===== config.mk =====
export PLATFORM = sky130hd
export DESIGN_NAME = fpw_half_widen
export DESIGN_NICKNAME = d
export VERILOG_FILES = /design/src/rtl/fpw_pkg.sv /design/src/rtl/fpw_unpack.sv /design/src/rtl/fpw_msb_find.sv /design/src/rtl/fpw_pack.sv /design/src/rtl/fpw_half_widen.sv
export SDC_FILE = /design/constraint.sdc
export NUM_CORES = 1
export LEC_CHECK = 0
export BUFFER_PORTS_ARGS = -buffer_cell sky130_fd_sc_hd__buf_4
export CORE_AREA = 2 2 85 87
export CTS_BUF_LIST = sky130_fd_sc_hd__clkbuf_16
export DETAILED_ROUTE_END_ITERATION = 16
export DIE_AREA = 0 0 87 89
export PLACE_DENSITY_LB_ADDON = 0.2
export RECOVER_POWER = 50
export SLEW_MARGIN = 20
export SYNTH_ARGS = -nofsm -noshare
export SYNTH_HDL_FRONTEND = slang
export SYNTH_SLANG_ARGS = --single-unit

===== constraint.sdc =====
create_clock -name clk -period 3.4 [get_ports clk]
set_input_delay 0.34 -clock clk [delete_from_list [all_inputs] [get_ports clk]]
set_output_delay 0.34 -clock clk [all_outputs]
set_load 0.01 [all_outputs]

===== src/rtl/fpw_pkg.sv =====
`timescale 1ns/1ps
package fpw_pkg;
  typedef enum logic [2:0] {
    CLS_ZERO = 3'd0,
    CLS_SUBN = 3'd1,
    CLS_NORM = 3'd2,
    CLS_INF  = 3'd3,
    CLS_NAN  = 3'd4
  } fpw_class_e;
endpackage


===== src/rtl/fpw_unpack.sv =====
`timescale 1ns/1ps
module fpw_unpack
  import fpw_pkg::*;
#(
  parameter int EXP_IN = 5,
  parameter int MAN_IN = 10,
  localparam int IN_W  = 1 + EXP_IN + MAN_IN
) (
  input  logic [IN_W-1:0]   word,
  output logic              sign,
  output logic [EXP_IN-1:0] exp_f,
  output logic [MAN_IN-1:0] man_f,
  output fpw_class_e        cls
);
  logic exp_zero;
  logic exp_ones;
  logic man_zero;

  assign sign     = word[IN_W-1];
  assign exp_f    = word[IN_W-2 -: EXP_IN];
  assign man_f    = word[MAN_IN-1:0];
  assign exp_zero = (exp_f == '0);
  assign exp_ones = (exp_f == '1);
  assign man_zero = (man_f == '0);

  always_comb begin
    if (exp_ones)      cls = man_zero ? CLS_INF : CLS_NAN;
    else if (exp_zero) cls = man_zero ? CLS_ZERO : CLS_SUBN;
    else               cls = CLS_NORM;
  end
endmodule


===== src/rtl/fpw_msb_find.sv =====
`timescale 1ns/1ps
module fpw_msb_find #(
  parameter int W   = 10,
  localparam int PW = (W > 1) ? $clog2(W) : 1
) (
  input  logic [W-1:0]  vec,
  output logic [PW-1:0] pos,
  output logic          found
);
  // Priority encoder: the highest set bit wins.
  always_comb begin
    pos   = '0;
    found = 1'b0;
    for (int i = 0; i < W; i++) begin
      if (vec[i]) begin
        pos   = PW'(i);
        found = 1'b1;
      end
    end
  end
endmodule


===== src/rtl/fpw_pack.sv =====
`timescale 1ns/1ps
module fpw_pack
  import fpw_pkg::*;
#(
  parameter int EXP_IN  = 5,
  parameter int MAN_IN  = 10,
  parameter int EXP_OUT = 8,
  parameter int MAN_OUT = 23,
  localparam int OUT_W  = 1 + EXP_OUT + MAN_OUT,
  localparam int PW     = (MAN_IN > 1) ? $clog2(MAN_IN) : 1,
  localparam int SW     = $clog2(MAN_IN + 1),
  localparam int BIAS_I = (1 << (EXP_IN - 1)) - 1,
  localparam int BIAS_O = (1 << (EXP_OUT - 1)) - 1,
  localparam int REBIAS = BIAS_O - BIAS_I,
  localparam int PAD    = MAN_OUT - MAN_IN
) (
  input  logic               sign,
  input  logic [EXP_IN-1:0]  exp_f,
  input  logic [MAN_IN-1:0]  man_f,
  input  fpw_class_e         cls,
  input  logic [PW-1:0]      top_pos,
  output logic [OUT_W-1:0]   result
);
  logic [SW-1:0]      shamt;
  logic [MAN_IN-1:0]  sub_frac;
  logic [EXP_OUT-1:0] exp_norm;
  logic [EXP_OUT-1:0] exp_subn;
  logic [EXP_OUT-1:0] exp_o;
  logic [MAN_OUT-1:0] frac_o;

  // Shift that pushes the leading one just out of the mantissa field.
  assign shamt    = SW'(MAN_IN) - SW'(top_pos);
  assign sub_frac = man_f << shamt;
  assign exp_norm = EXP_OUT'(exp_f) + EXP_OUT'(REBIAS);
  assign exp_subn = EXP_OUT'(REBIAS + 1) - EXP_OUT'(shamt);

  always_comb begin
    exp_o  = '0;
    frac_o = '0;
    unique case (cls)
      CLS_ZERO: begin
        exp_o  = '0;
        frac_o = '0;
      end
      CLS_SUBN: begin
        exp_o  = exp_subn;
        frac_o = {sub_frac, {PAD{1'b0}}};
      end
      CLS_NORM: begin
        exp_o  = exp_norm;
        frac_o = {man_f, {PAD{1'b0}}};
      end
      CLS_INF: begin
        exp_o  = '1;
        frac_o = '0;
      end
      CLS_NAN: begin
        exp_o  = '1;
        frac_o = {1'b1, man_f[MAN_IN-2:0], {PAD{1'b0}}};
      end
      default: begin
        exp_o  = '0;
        frac_o = '0;
      end
    endcase
  end

  assign result = {sign, exp_o, frac_o};
endmodule


===== src/rtl/fpw_half_widen.sv =====
`timescale 1ns/1ps
module fpw_half_widen
  import fpw_pkg::*;
#(
  parameter int EXP_IN  = 5,
  parameter int MAN_IN  = 10,
  parameter int EXP_OUT = 8,
  parameter int MAN_OUT = 23,
  localparam int IN_W   = 1 + EXP_IN + MAN_IN,
  localparam int OUT_W  = 1 + EXP_OUT + MAN_OUT
) (
  input  logic             clk,
  input  logic             rst,
  input  logic             in_valid,
  input  logic [IN_W-1:0]  in_half,
  output logic             out_valid,
  output logic [OUT_W-1:0] out_word
);
  localparam int PW = (MAN_IN > 1) ? $clog2(MAN_IN) : 1;

  logic              u_sign;
  logic [EXP_IN-1:0] u_exp;
  logic [MAN_IN-1:0] u_man;
  fpw_class_e        u_cls;
  logic [PW-1:0]     u_pos;
  logic              u_found;
  logic [OUT_W-1:0]  u_result;

  fpw_unpack #(.EXP_IN(EXP_IN), .MAN_IN(MAN_IN)) u_unpack (
    .word  (in_half),
    .sign  (u_sign),
    .exp_f (u_exp),
    .man_f (u_man),
    .cls   (u_cls)
  );

  fpw_msb_find #(.W(MAN_IN)) u_msb (
    .vec   (u_man),
    .pos   (u_pos),
    .found (u_found)
  );

  fpw_pack #(
    .EXP_IN(EXP_IN), .MAN_IN(MAN_IN), .EXP_OUT(EXP_OUT), .MAN_OUT(MAN_OUT)
  ) u_pack (
    .sign    (u_sign),
    .exp_f   (u_exp),
    .man_f   (u_man),
    .cls     (u_cls),
    .top_pos (u_pos),
    .result  (u_result)
  );

  always_ff @(posedge clk) begin
    if (rst) begin
      out_valid <= 1'b0;
      out_word  <= '0;
    end else begin
      out_valid <= in_valid;
      if (in_valid) out_word <= u_result;
    end
  end
endmodule


Word level (Yosys, flattened, before mapping)
Index checks and enable logic that the tools add are counted.
{ "op_classes": {"add_sub_neg": 3, "n_eq_ne": 5, "shifts": 1, "muxes": 15, "reduce_logical": 3} }
{ "op_table": {"columns": ["op", "count"], "rows": [
  ["one-hot mux 23 bit (3 select lines)", 1],
  ["one-hot mux 8 bit (3 select lines)", 1],
  ["2-to-1 mux 3 bit", 7],
  ["zero test 10 bit", 1],
  ["left shift 10 x 4 -> 10 bit", 1],
  ["adder 5 x 7 -> 8 bit (second input constant)", 1],
  ["2-to-1 mux 4 bit", 2],
  ["subtractor 7 x 4 -> 8 bit (first input constant)", 1],
  ["equality test 3 x 2 -> 1 bit (second input constant)", 2],
  ["equality test 5 bit (second input constant)", 1],
  ["zero test 5 bit", 1],
  ["2-to-1 mux 2 bit", 2],
  ["subtractor 4 bit (first input constant)", 1],
  ["equality test 3 x 1 -> 1 bit (second input constant)", 1],
  ["equality test 3 bit (second input constant)", 1],
  ["2-to-1 mux 1 bit", 2],
  ["OR reduction 2 bit", 1]
]} }
{ "word_totals": {"regBits": 33, "output_inout_bits": 33, "word_cells": 29} }

Depth between registers and ports, before layout
Gate-level depths: netlist (run 1).
{ "logic_depth": {"depth_word": 12, "depth_mapped": 13, "mapped_depth_nobuf": 12} }

By module
Synthesis (run 1) repeated with hierarchy kept, for this count alone.
{ "hier_totals": {"hier_cells": 258, "area_unflattened_um2": 2297.2} }
{ "modules_own_cells": {"columns": ["module", "n_inst", "cells_per_inst", "area_per_inst_um2"], "rows": [
  ["fpw_half_widen", 1, 106, 1202.4],
  ["fpw_pack", 1, 108, 808.3],
  ["fpw_unpack", 1, 29, 196.4],
  ["fpw_msb_find", 1, 15, 90.1]
]} }

Least setup slack after synthesis (run 1)
Ideal clock, no wire load.
{ "synth_path": {"path_kind": "input port to flip-flop", "startpoint": "input in_half[5]", "endpoint": "register out_word[21]", "arrival_ns": 2.525, "required_time_ns": 3.280, "setup_slack_ns": 0.755, "cell_stages": 11, "path_cell_list": "buf_2 > nor3b_2 > nor3_2 > and2_4 > inv_2 > ha_1 > clkinv_1 > or3_1 > a31oi_1 > a211oi_1 > o31a_1"} }
{ "synth_between": {"elab_chain_cells": 8, "word_cells_on_any_way": 16, "cone_classes": "add/sub (1); eq/ne (3); shift (1); mux (10); reduce/logical (1)"} }
{ "synth_rtl": {"columns": ["element", "line", "rtl"], "rows": [
  ["start: declaration", "fpw_half_widen.sv:15", "input logic [IN_W-1:0] in_half,"],
  ["2-to-1 mux 3 bit (3 in series)", "fpw_msb_find.sv:15", "if (vec[i]) begin"],
  ["2-to-1 mux 4 bit (2 in series)", "fpw_msb_find.sv:15", null],
  ["subtractor 4 bit", "fpw_pack.sv:32", "assign shamt = SW'(MAN_IN) - SW'(top_pos);"],
  ["left shift 10 x 4 -> 10 bit", "fpw_pack.sv:33", "assign sub_frac = man_f << shamt;"],
  ["one-hot mux 23 bit (3 select lines) *", "fpw_pack.sv:40", "unique case (cls)"],
  ["end signal: assignment", "fpw_half_widen.sv:60", "if (in_valid) out_word <= u_result;"],
  ["end: declaration", "fpw_half_widen.sv:17", "output logic [OUT_W-1:0] out_word"]
]} }
Mark *: on every way between the ends. The rest lies on a longest branch, timed or not.
A chain may end at the register's enable or synchronous reset.

Worst setup path after layout (run 1)
Ends and elaborated chain as after synthesis.

==> summary.md, run 1 <==
| Metric | Value |
|---|---|
| Status | `finished clean` |
| Register bit total from synthesis | `19` |
| Final Cycle Share | `76.10%` |
| Crit-path max FO | `10` |
| Leak Pwr | `0.7501 nW` |
| Async SR Flop Fraction | `0%` |
| Cell Rows | `30` |
| Die Wd | `87 µm` |
| Sequential share of the synthesized area | `23.05%` |
| Vias | `1602` |
| Critical path arrival | `2730 ps` |
| Worst R2R Path Depth | `5` |
| Post-synth top area share | `23.05%` |
| Die area | `7743 µm²` |
| DR pass1 iterations | `4` |
| CP endpoint kind | `flip-flop` |
| WL per Instance | `15.74 µm` |
| Yosys top cell by area | `dfxtp_1` |
| Die Ht | `approximately 89 µm` |
| CP required | `3550 ps` |
| Area Growth Syn to Fin | `16.83%` |
| Synth cell types | `62` |
| Total track usage | `13.65%` |
| Sink Count | `19` |
| Count of hold-fix buffers inserted at cts | `0` |
| Final GP Congestion | `slightly below 0.9` |
| Normalized max-slew margin | `a little over a fifth` |
| Cts repair resizes | `0` |
| Final setup skew | `0 ps` |
| Number of synthesized flops with an enable pin | `0` |
| Final setup vio count | `0` |
| Diode count | `0` |
| Final hold violations | `0` |
| Core area | `between 6000 and 7000 µm²` |
| Setup Buffers After CTS | `0` |
| Residual DRC | `0` |
| WS Path Type | `primary input to flip-flop` |
| Total wire length | `5.022 mm` |
| IO Port Bufs | `38` |
| Largest net degree at the start of global routing | `30` |
| Vias in the first global route | `1590` |
| CTS tree | `yes` |
| Tmin final | `2588 ps` |
| Max VDD drop | `0.0001299 V` |
| Post-Syn Instances | `211` |
| Predominant post-synthesis flop cell | `dfxtp_1` |
| RSZ-0062 raised after global routing | `false` |
| Hold Path Stages | `3` |
| Post-DRT Antenna Nets | `0` |
| HPWL Detailed | `3.837 mm` |
| Leading post-synthesis cells by cell area | `dfxtp_1 (23%), buf_4 (6.4%), nor2_1 (5.0%)` |
| Ports | `52` |
| Yosys warns | `0` |
| Setup TNS | `0 ps` |
| Max-cap violations | `0` |
| Power Dens Cells | `358.9 nW/µm²` |
| Initial antenna violation count | `0` |
| Fmax | `around 0.39 GHz` |
| Root buf cell | `clkbuf_16` |
| Initial Util | `between 20% and 30%` |
| Cell Count, Final, Fillers Out | `between 300 and 400` |
| Nets | `261` |
| Final Slew Violations | `0` |
| Commonest cells post-synth | `nor2_1 (22), dfxtp_1 (19), a21oi_1 (16)` |
| Clk pin slew, worst setup/hold paths | `60 ps` |
| Remaining global-route overflow | `0` |
| Worst min path class | `primary input to flip-flop` |
| Clk Latency, worst-skew pair | `250 ps` |
| Most common cell in the netlist | `nor2_1` |
| First-pass GRT wire length | `8.307 mm` |
| Crit path launch type | `primary input` |
| Share of layout cells above drive strength 1 | `a little under a fifth` |
| Placed insts | `315` |
| Syn avg cell area | `7.821 µm²` |
| Maximum clock path buffer count | `2` |
| Synth Cell Area | `1650 µm²` |
| Total CTS buffers | `3` |
| Tightest Pin Transition | `~1200 ps` |
| Vias per cell | `around 5.0` |
| H-tree levels | `1` |
| DR iter-0 viols | `approximately 120` |
## flip-flops by register name, summed over array words and instances (netlist names)
register   cells
out_valid      1
out_word      18
## layout make-up
| type | instances | area (µm²) |
|---|---|---|
| clock buffers | 3 | 75.07 |
| clock inverters | 1 | 3.754 |
| well taps | 80 | 100.1 |
| inverters | 7 | 28.78 |
| repair buffers | 39 | 229.0 |
| flip-flops and latches | 19 | 380.4 |
| fillers | 765 | 4791 |
| multi-input cells | 170 | 1111 |
## placed cells by master (no fill, tap or decap), drive strengths merged, types with 2 or more instances in the layout
cell,n
nor2,26
buf,22
clkbuf,20
dfxtp,19
a21oi,18
conb,13
nor2b,12
nand2,9
o21ai,8
nand2b,7
inv,7
nor3,6
a31oi,5
mux2i,5
nand3,5
or3,4
o22ai,4
o211ai,3
o32ai,3
a311oi,3
o31a,2
a22oi,2
a21boi,2
and3,2
o211a,2
o31ai,2
a2111oi,2
ha,2
or2,2
xnor2,2
and2,2
## final timing paths
path | startpoint | end | slack, ps
worst max-delay path | in_half[5] | out_word[21] | 810
worst min-delay path | in_half[15] | out_word[31] | 330
worst max register to register | out_word[18] | out_word[18] | 2160
worst min register to register | out_word[25] | out_word[25] | 470
## layer usage
layer / routed length (µm) / vias up / track usage (%) / part of all wire (%)
met1: 2506 / 759 / 19.12 / 50
met5: 0 / - / 0 / 0
met2: 2283 / 40 / 22.28 / 45
met3: 161 / 6 / 1.385 / 3.2
li1: - / 797 / - / -
met4: 70 / 0 / 3.835 / 1.4
## report_power, final
| part | internal (W) | leakage [nW] | switching, W |
|---|---|---|---|
| logic | 0.0000802 | 0.551 | 0.000119 |
| registers | 0.000236 | 0.157 | 0.00000659 |
| clock network | 0.000157 | 0.0423 | 0.0000933 |
| total | 0.000473 | 0.750 | 0.000219 |
## worst max-delay path, cell delays in order
cell	delay, ps
buf_4	150
nor3b_2	170
nor3_2	280
and2_4	240
inv_2	70
ha_1	300
clkinv_1	250
or3_1	430
a31oi_1	150
a211oi_1	70
o31a_1	300
## through the flow
| step | power [W] | worst slack, ps | hold slack (ps) | instance area (µm²) | utilization (%) |
|---|---|---|---|---|---|
| finish | 0.0006921 | 812.5 | 329.4 | 1928 | 28.70 |
| global route | 0.0007350 | 659.2 | 347.7 | 1928 | 28.70 |
| CTS | 0.0007107 | 823.6 | 328.4 | 1992 | 29.65 |
| detailed placement | 0.0004558 | 581.9 | 461.7 | 1913 | 28.47 |
| global placement | 0.0004574 | 604.8 | 463.2 | 1913 | 28.47 |
| floorplan | 0.0003958 | 754.8 | 487.4 | 1695 | - |
## cells by family (layout without fill, tap and decap cells)
kind of cell    Yosys count  after routing  share of synthesized area (%)
xor+xnor                  2              2                          2.199
mux                       7              7                          5.080
buf+inv                  34             50                          12.36
compound gates           64             64                          26.99
fa+ha+maj                 2              2                          1.516
simple gates             82             82                          28.58
flops                    19             19                          23.05
other cells               1             13                         0.2272
(Power assumes the default switching activity.)
==> inputs of run 2 (changes only) <==
- ABC_AREA: not set -> 1
- CORE_AREA: 2 2 85 87 -> 2 2 82 84
- DIE_AREA: 0 0 87 89 -> 0 0 84 86
- clock period: 3.4 -> 2.57 ns (I/O delays scaled with it)
==> summary.md, run 2 <==
| Metric | Value |
|---|---|
| Most flops, register | `out_word` |
| Vias | `1661 (+3.7%)` |
| Diode count | `0 (unchanged)` |
| Leak Pwr | `0.8792 nW (+17%)` |
| Max VDD drop | `0.0003722 V (+190%)` |
| Final setup vio count | `0 (unchanged)` |
| Die area | `7224 µm² (-6.7%)` |
| Crit path launch type | `primary input` |
| Vias per cell | `4.640 (-7.6%)` |
| H-tree levels | `1 (unchanged)` |
| Hold WS | `268.5 ps (-60.89 ps)` |
| Commonest cells post-synth | `nand2_1 (78), nand3_1 (23), a21oi_1 (20)` |
| Clk pin slew, worst setup/hold paths | `50 ps (about the same)` |
| Register bit total from synthesis | `19 (unchanged)` |
| Synth Cell Area | `1560 µm² (-5.5%)` |
| Die Wd | `84 µm (-3.4%)` |
| HPWL Detailed | `3.425 mm (-11%)` |
| Final hold violations | `0 (unchanged)` |
| CP required | `2750 ps (-800 ps)` |
| CTS tree | `yes` |
| RSZ-0062 raised after global routing | `false` |
| Max reg flops | `18 (unchanged)` |
| Predominant post-synthesis flop cell | `dfxtp_1` |
| Cell family with most CP delay | `simple AND/OR/NAND/NOR gates` |
| Remaining global-route overflow | `0 (unchanged)` |
| Share of layout cells above drive strength 1 | `19.93% (+1.5 points)` |
| Final Cycle Share | `83.68%` |
| Total wire length | `4.330 mm (-14%)` |
| Root buf cell | `clkbuf_16` |
| Tightest Pin Transition | `510.8 ps (-671.6 ps)` |
| First-pass GRT wire length | `7.300 mm (-12%)` |
| Setup Buffers After CTS | `0 (unchanged)` |
| Nets | `303 (+16%)` |
| Synth cell types | `33 (-47%)` |
| Initial antenna violation count | `0 (unchanged)` |
| Max-cap violations | `0 (unchanged)` |
| Post-Syn Instances | `246 (+17%)` |
| Fillers | `730 (-4.6%)` |
| Final GP Congestion | `0.8751 (-1.6%)` |
| Post-DRT Antenna Nets | `0 (unchanged)` |
| Top Registers | `out_word (18), out_valid (1)` |
| Die Ht | `86 µm (-3.4%)` |
| CP dominant cell by count | `nand2_1` |
| Total CTS buffers | `3 (unchanged)` |
| Ports | `52 (unchanged)` |
| Tmin final | `roughly 2200 ps` |
| IO Port Bufs | `38 (unchanged)` |
| Power Dens Cells | `473.4 nW/µm² (+32%)` |
| Worst min path class | `primary input to flip-flop` |
| WL per Instance | `12.09 µm (-23%)` |
| Async SR Flop Fraction | `0% (unchanged)` |
| Leading post-synthesis cells by cell area | `dfxtp_1 (24%), nand2_1 (19%), nand3_1 (7.4%)` |
| Core area | `6277 µm² (-6.6%)` |
| Sink Count | `19 (unchanged)` |
| Number of synthesized flops with an enable pin | `0 (unchanged)` |
| Status | `finished clean` |
| Count of hold-fix buffers inserted at cts | `0 (unchanged)` |
| Crit-path max FO | `8 (-2)` |
| Post-synth top area share | `24.38% (+1.3 points)` |
| Final Slew Violations | `0 (unchanged)` |
| Most frequent cells in the layout | `nand2_1 (78), nand3_1 (23), buf_4 (21)` |
| WS Path Type | `primary input to flip-flop` |
| CP cell instances | `buf_4 > inv_1 > nand2_1 > nand2_1 > nand2_1 > nand2_2 > nand2_4 > nand2_4 > inv_1 > ha_1 > nand3b_1 > nand2_4 > inv_6 > ha_1 > inv_1 > o21ai_1 > o21ai_1 > nand2_1 > a21oi_1` |
| Setup TNS | `0 ps (unchanged)` |
| Worst Path Buf+Inv | `5 (+2)` |
| Syn avg cell area | `6.342 µm² (-19%)` |
| DR iter-0 viols | `46 (-61%)` |
| Sequential share of the synthesized area | `24.38% (+1.3 points)` |
| Yosys warns | `0 (unchanged)` |
| Total track usage | `12.26% (-1.4 points)` |
| Normalized max-slew margin | `65.74% (+45 points)` |
| DR pass1 iterations | `4 (unchanged)` |
| Cts repair resizes | `0 (unchanged)` |
| Clk Latency, worst-skew pair | `250 ps (about the same)` |
| Most common cell after layout, fill and taps aside | `nand2_1` |
| Slowest-stage cell, CP | `ha_1` |
| Maximum clock path buffer count | `2 (unchanged)` |
| Yosys top cell by area | `dfxtp_1` |
| Fmax | `0.4650 GHz` |
| Most common cell in the netlist | `nand2_1` |
| Slowest stage delay, CP | `200 ps (-230 ps)` |
| Residual DRC | `0 (unchanged)` |
| Vias in the first global route | `1609 (+1.2%)` |
| Largest net degree at the start of global routing | `21 (-30%)` |
| Initial Util | `24.86% (+0.29 points)` |
| Critical path arrival | `2330 ps (-400 ps)` |
| CP endpoint kind | `flip-flop` |
| Final setup skew | `0 ps (unchanged)` |
| Cell Rows | `29 (-3.3%)` |
| Area Growth Syn to Fin | `20.21%` |
[run 2: cell types whose count changed after synthesis, moves of 5 or more]
cell and change:
inv_1 +13, mux2i_1 -5, nand2_1 +69, nand2_2 +5, nand2_4 +6, nand2b_1 -7
nand3_1 +18, nor2_1 -10, nor2b_1 -12, o21ai_1 +5
[run 2: power breakdown]
part | total [W] | switching, W | internal (W) | leakage (nW)
logic | 0.000251 | 0.000163 | 0.0000875 | 0.682
clock network | 0.000316 | 0.000108 | 0.000208 | 0.0409
registers | 0.000321 | 0.00000885 | 0.000312 | 0.157
total | 0.000888 | 0.000280 | 0.000608 | 0.879
[run 2: final cells by class]
class                   count  area, µm²  area share, %
multi-input cells         195      996.0          53.10
inverters                  24      97.59          5.203
well taps                  77      96.34          5.137
repair buffers             39      225.2          12.01
clock buffers               3      75.07          4.003
flip-flops and latches     19      380.4          20.28
clock inverters             1      5.005         0.2668
[run 2: final timing paths]
check | from | endpoint | slack (ps) | depth (start not counted)
worst max register to register | out_word[17] | out_word[17] | 1950 | 2
worst min-delay path | in_half[15] | out_word[31] | 270 | 3
worst min register to register | out_word[31] | out_word[31] | 460 | 2
worst max-delay path | in_half[3] | out_word[26] | 420 | 19
[run 2: metal layers]
layer | vias up | wire [µm] | global-route usage (%)
met4 | 0 | 48 | 3.226
met1 | 741 | 2026 | 15.51
met5 | - | 0 | 0
met3 | 7 | 285 | 3.176
li1 | 851 | - | -
met2 | 62 | 1970 | 20.80
[run 2: tightest hold or removal path, cell delays in order]
cell and delay (ps):
buf_4 110, nand2_1 50, a21oi_1 50
[run 2: cell families after synthesis]
logic type	after synthesis	synth area share, %
AOI/OAI and AO/OA	42	15.56
other	1	0.2403
and+or+nand+nor	138	43.54
adders and majority gates	2	1.604
buffers and inverters	44	14.67
DFF	19	24.38
[run 2: metrics by stage]
| step | instances | util, % | worst slack [ps] | total power [W] | instance area (µm²) |
|---|---|---|---|---|---|
| 3_5_place_dp | 354 | 29.68 | 143.5 | 0.0005912 | 1863 |
| 3_3_place_gp | 354 | 29.68 | 157.9 | 0.0005964 | 1863 |
| 5_1_grt | 358 | 29.88 | 209.2 | 0.0009451 | 1876 |
| 4_1_cts | 358 | 30.95 | 402.3 | 0.0009148 | 1943 |
| 6_report | 358 | 29.88 | 419.4 | 0.0008879 | 1876 |
| 2_1_floorplan | 258 | - | 598.9 | 0.0005111 | 1605 |
==> inputs of run 3 (changes only) <==
- clock period: 2.57 -> 2.23 ns (I/O delays scaled with it)
==> summary.md, run 3 (synthesis gave the netlist of run 2 again) <==
| Metric | Value |
|---|---|
| Setup Buffers After CTS | `0 (unchanged)` |
| Power Dens Cells | `539.3 nW/µm² (+14%)` |
| Nets | `306 (+0.99%)` |
| Final Cycle Share | `85.58%` |
| Max reg flops | `18 (unchanged)` |
| Vias in the first global route | `1476 (-8.3%)` |
| Area Growth Syn to Fin | `21.65%` |
| Count of hold-fix buffers inserted at cts | `0 (unchanged)` |
| Most flops, register | `out_word` |
| Slowest-stage cell, CP | `ha_1` |
| Worst Path Buf+Inv | `5 (unchanged)` |
| Slowest stage delay, CP | `200 ps (about the same)` |
| IO Port Bufs | `38 (unchanged)` |
| Final hold violations | `0 (unchanged)` |
| Crit path launch type | `primary input` |
| Final setup skew | `0 ps (unchanged)` |
| DR pass1 iterations | `4 (unchanged)` |
| Maximum clock path buffer count | `2 (unchanged)` |
| Max VDD drop | `0.0004557 V (+22%)` |
| Top Registers | `out_word (18), out_valid (1)` |
| Combinational share of power | `28.7% (+0.5 points)` |
| Most frequent cells in the layout | `nand2_1 (78), buf_4 (24), nand3_1 (23)` |
| Hold Path Stages | `3 (unchanged)` |
| Sink Count | `19 (unchanged)` |
| Vias | `1634 (-1.6%)` |
| Part of the power in registers | `36.2% (about the same)` |
| CTS tree | `yes` |
| CP dominant cell by count | `nand2_1` |
| H-tree levels | `1 (unchanged)` |
| HPWL Detailed | `3.463 mm (+1.1%)` |
| Switch Pwr | `0.0003186 W (+14%)` |
| Diode count | `0 (unchanged)` |
| Leak Pwr | `0.8944 nW (+1.7%)` |
| Status | `finished clean` |
| Setup TNS | `0 ps (unchanged)` |
| Worst R2R Path Depth | `2 (unchanged)` |
| Worst flop-to-flop path endpoint | `out_word[23]` |
| Final Slew Violations | `0 (unchanged)` |
| CP required | `2410 ps (-340 ps)` |
| CP endpoint kind | `flip-flop` |
| Switching portion of total power | `31.12% (-0.38 points)` |
| First-pass GRT wire length | `7.044 mm (-3.5%)` |
| Critical path arrival | `2090 ps (-240 ps)` |
| Total track usage | `11.77% (-0.49 points)` |
| RSZ-0062 raised after global routing | `false` |
| CP cell instances | `buf_4 > inv_1 > nand2_1 > nand2_1 > nand2_1 > nand2_2 > nand2_4 > nand2_4 > inv_1 > ha_1 > nand3b_1 > nand2_4 > inv_6 > ha_1 > inv_1 > o21ai_1 > o21ai_1 > nand2_1 > a21oi_1` |
| Min-Delay Endpoint | `out_word[31]` |
| Final setup vio count | `0 (unchanged)` |
| Largest net degree at the start of global routing | `21 (unchanged)` |
| Ports | `52 (unchanged)` |
| R2r setup slk | `1580 ps (-370 ps)` |
| Fmax | `0.5240 GHz` |
| Worst min path class | `primary input to flip-flop` |
| Die Wd | `84 µm (unchanged)` |
| Post-DRT Antenna Nets | `0 (unchanged)` |
| Total wire length | `4.219 mm (-2.6%)` |
| Die Ht | `86 µm (unchanged)` |
| Total CTS buffers | `3 (unchanged)` |
| Share of layout cells above drive strength 1 | `20.77% (+0.85 points)` |
| Remaining global-route overflow | `0 (unchanged)` |
| Most common cell after layout, fill and taps aside | `nand2_1` |
| Vias per cell | `4.526 (-2.4%)` |
| DR iter-0 viols | `80 (+74%)` |
| Cell family with most CP delay | `simple AND/OR/NAND/NOR gates` |
| Die area | `7224 µm² (unchanged)` |
| Clock Power Share | `35.2% (-0.4 points)` |
| Clk Latency, worst-skew pair | `240 ps (about the same)` |
| Max-cap violations | `0 (unchanged)` |
| Tmin final | `1908 ps` |
| Hold path startpoint | `in_half[15]` |
| Fillers | `738 (+1.1%)` |
| Residual DRC | `0 (unchanged)` |
| Cell Rows | `29 (unchanged)` |
| Initial antenna violation count | `0 (unchanged)` |
| Root buf cell | `clkbuf_16` |
| Cts repair resizes | `0 (unchanged)` |
| Clk pin slew, worst setup/hold paths | `50 ps (about the same)` |
| Internal | `0.0007051 W (+16%)` |
| Crit-path max FO | `8 (unchanged)` |
| Setup WS post-layout | `321.5 ps (-97.86 ps)` |
| Final GP Congestion | `0.9490 (+8.4%)` |
| Core area | `6277 µm² (unchanged)` |
| Initial Util | `24.86% (unchanged)` |
| Pre-CTS setup slack | `50.72 ps (-92.77 ps)` |
| Crit Reg-Reg Startpoint | `out_word[23]` |
| WL per Instance | `11.69 µm (-3.4%)` |
| WS Path Type | `primary input to flip-flop` |
## run 3: cell types whose count changed in the layout (fill, tap and decap cells not counted)
| cell | before | now |
|---|---|---|
| buf_4 | 21 | 24 |
## run 3: worst min-delay path, delay by kind of cell
kind	cells	cell delay, ps
compound gates	1	60
buf+inv	1	110
simple gates	1	50
## run 3: power by group through the flow
stage          combinational [W]  sequential, W  clock (W)
2_1_floorplan           0.000203       0.000386          0
3_3_place_gp            0.000314       0.000379          0
3_5_place_dp            0.000309       0.000378          0
4_1_cts                 0.000310       0.000371   0.000370
5_1_grt                 0.000332       0.000373   0.000386
6_report                0.000293       0.000370   0.000360
## run 3: stage by stage
step	instances	hold WS (ps)	power, W	instance area [µm²]	utilization, %
after global routing	361	270.1	0.001091	1898	30.24
final	361	246.4	0.001024	1898	30.24
after detailed placement	357	460.0	0.0006875	1886	30.04
after CTS	361	244.1	0.001052	1966	31.31
after global placement	357	456.6	0.0006921	1886	30.04
after floorplan	258	371.0	0.0005890	1605	-
## run 3: final cells by class
| type | count | area, µm² | share of cell area (%) |
|---|---|---|---|
| Clock buffer | 3 | 75.07 | 3.955 |
| Inverter | 24 | 97.59 | 5.142 |
| Timing Repair Buffer | 42 | 247.7 | 13.05 |
| Tap cell | 77 | 96.34 | 5.076 |
| Multi-Input combinational cell | 195 | 996.0 | 52.47 |
| Clock inverter | 1 | 5.005 | 0.2637 |
| Sequential cell | 19 | 380.4 | 20.04 |
## run 3: worst max path at each step
stage | slack, ps | depth (start not counted) | from | to
final | 320 | 19 | in_half[3] | out_word[26]
after global routing | 90 | 19 | in_half[3] | out_word[26]
after CTS | 310 | 19 | in_half[3] | out_word[26]
after detailed placement | 50 | 19 | in_half[3] | out_word[26]
after global placement | 70 | 19 | in_half[3] | out_word[26]
after floorplan | 290 | 18 | in_half[3] | out_word[26]
## run 3: routing by layer
metal	vias to the layer above	share of wire (%)	global-route usage, %
met5	-	0	0
met4	0	1.4	2.199
met3	6	5.6	2.887
met2	47	45	19.42
met1	729	48	15.78
li1	852	-	-
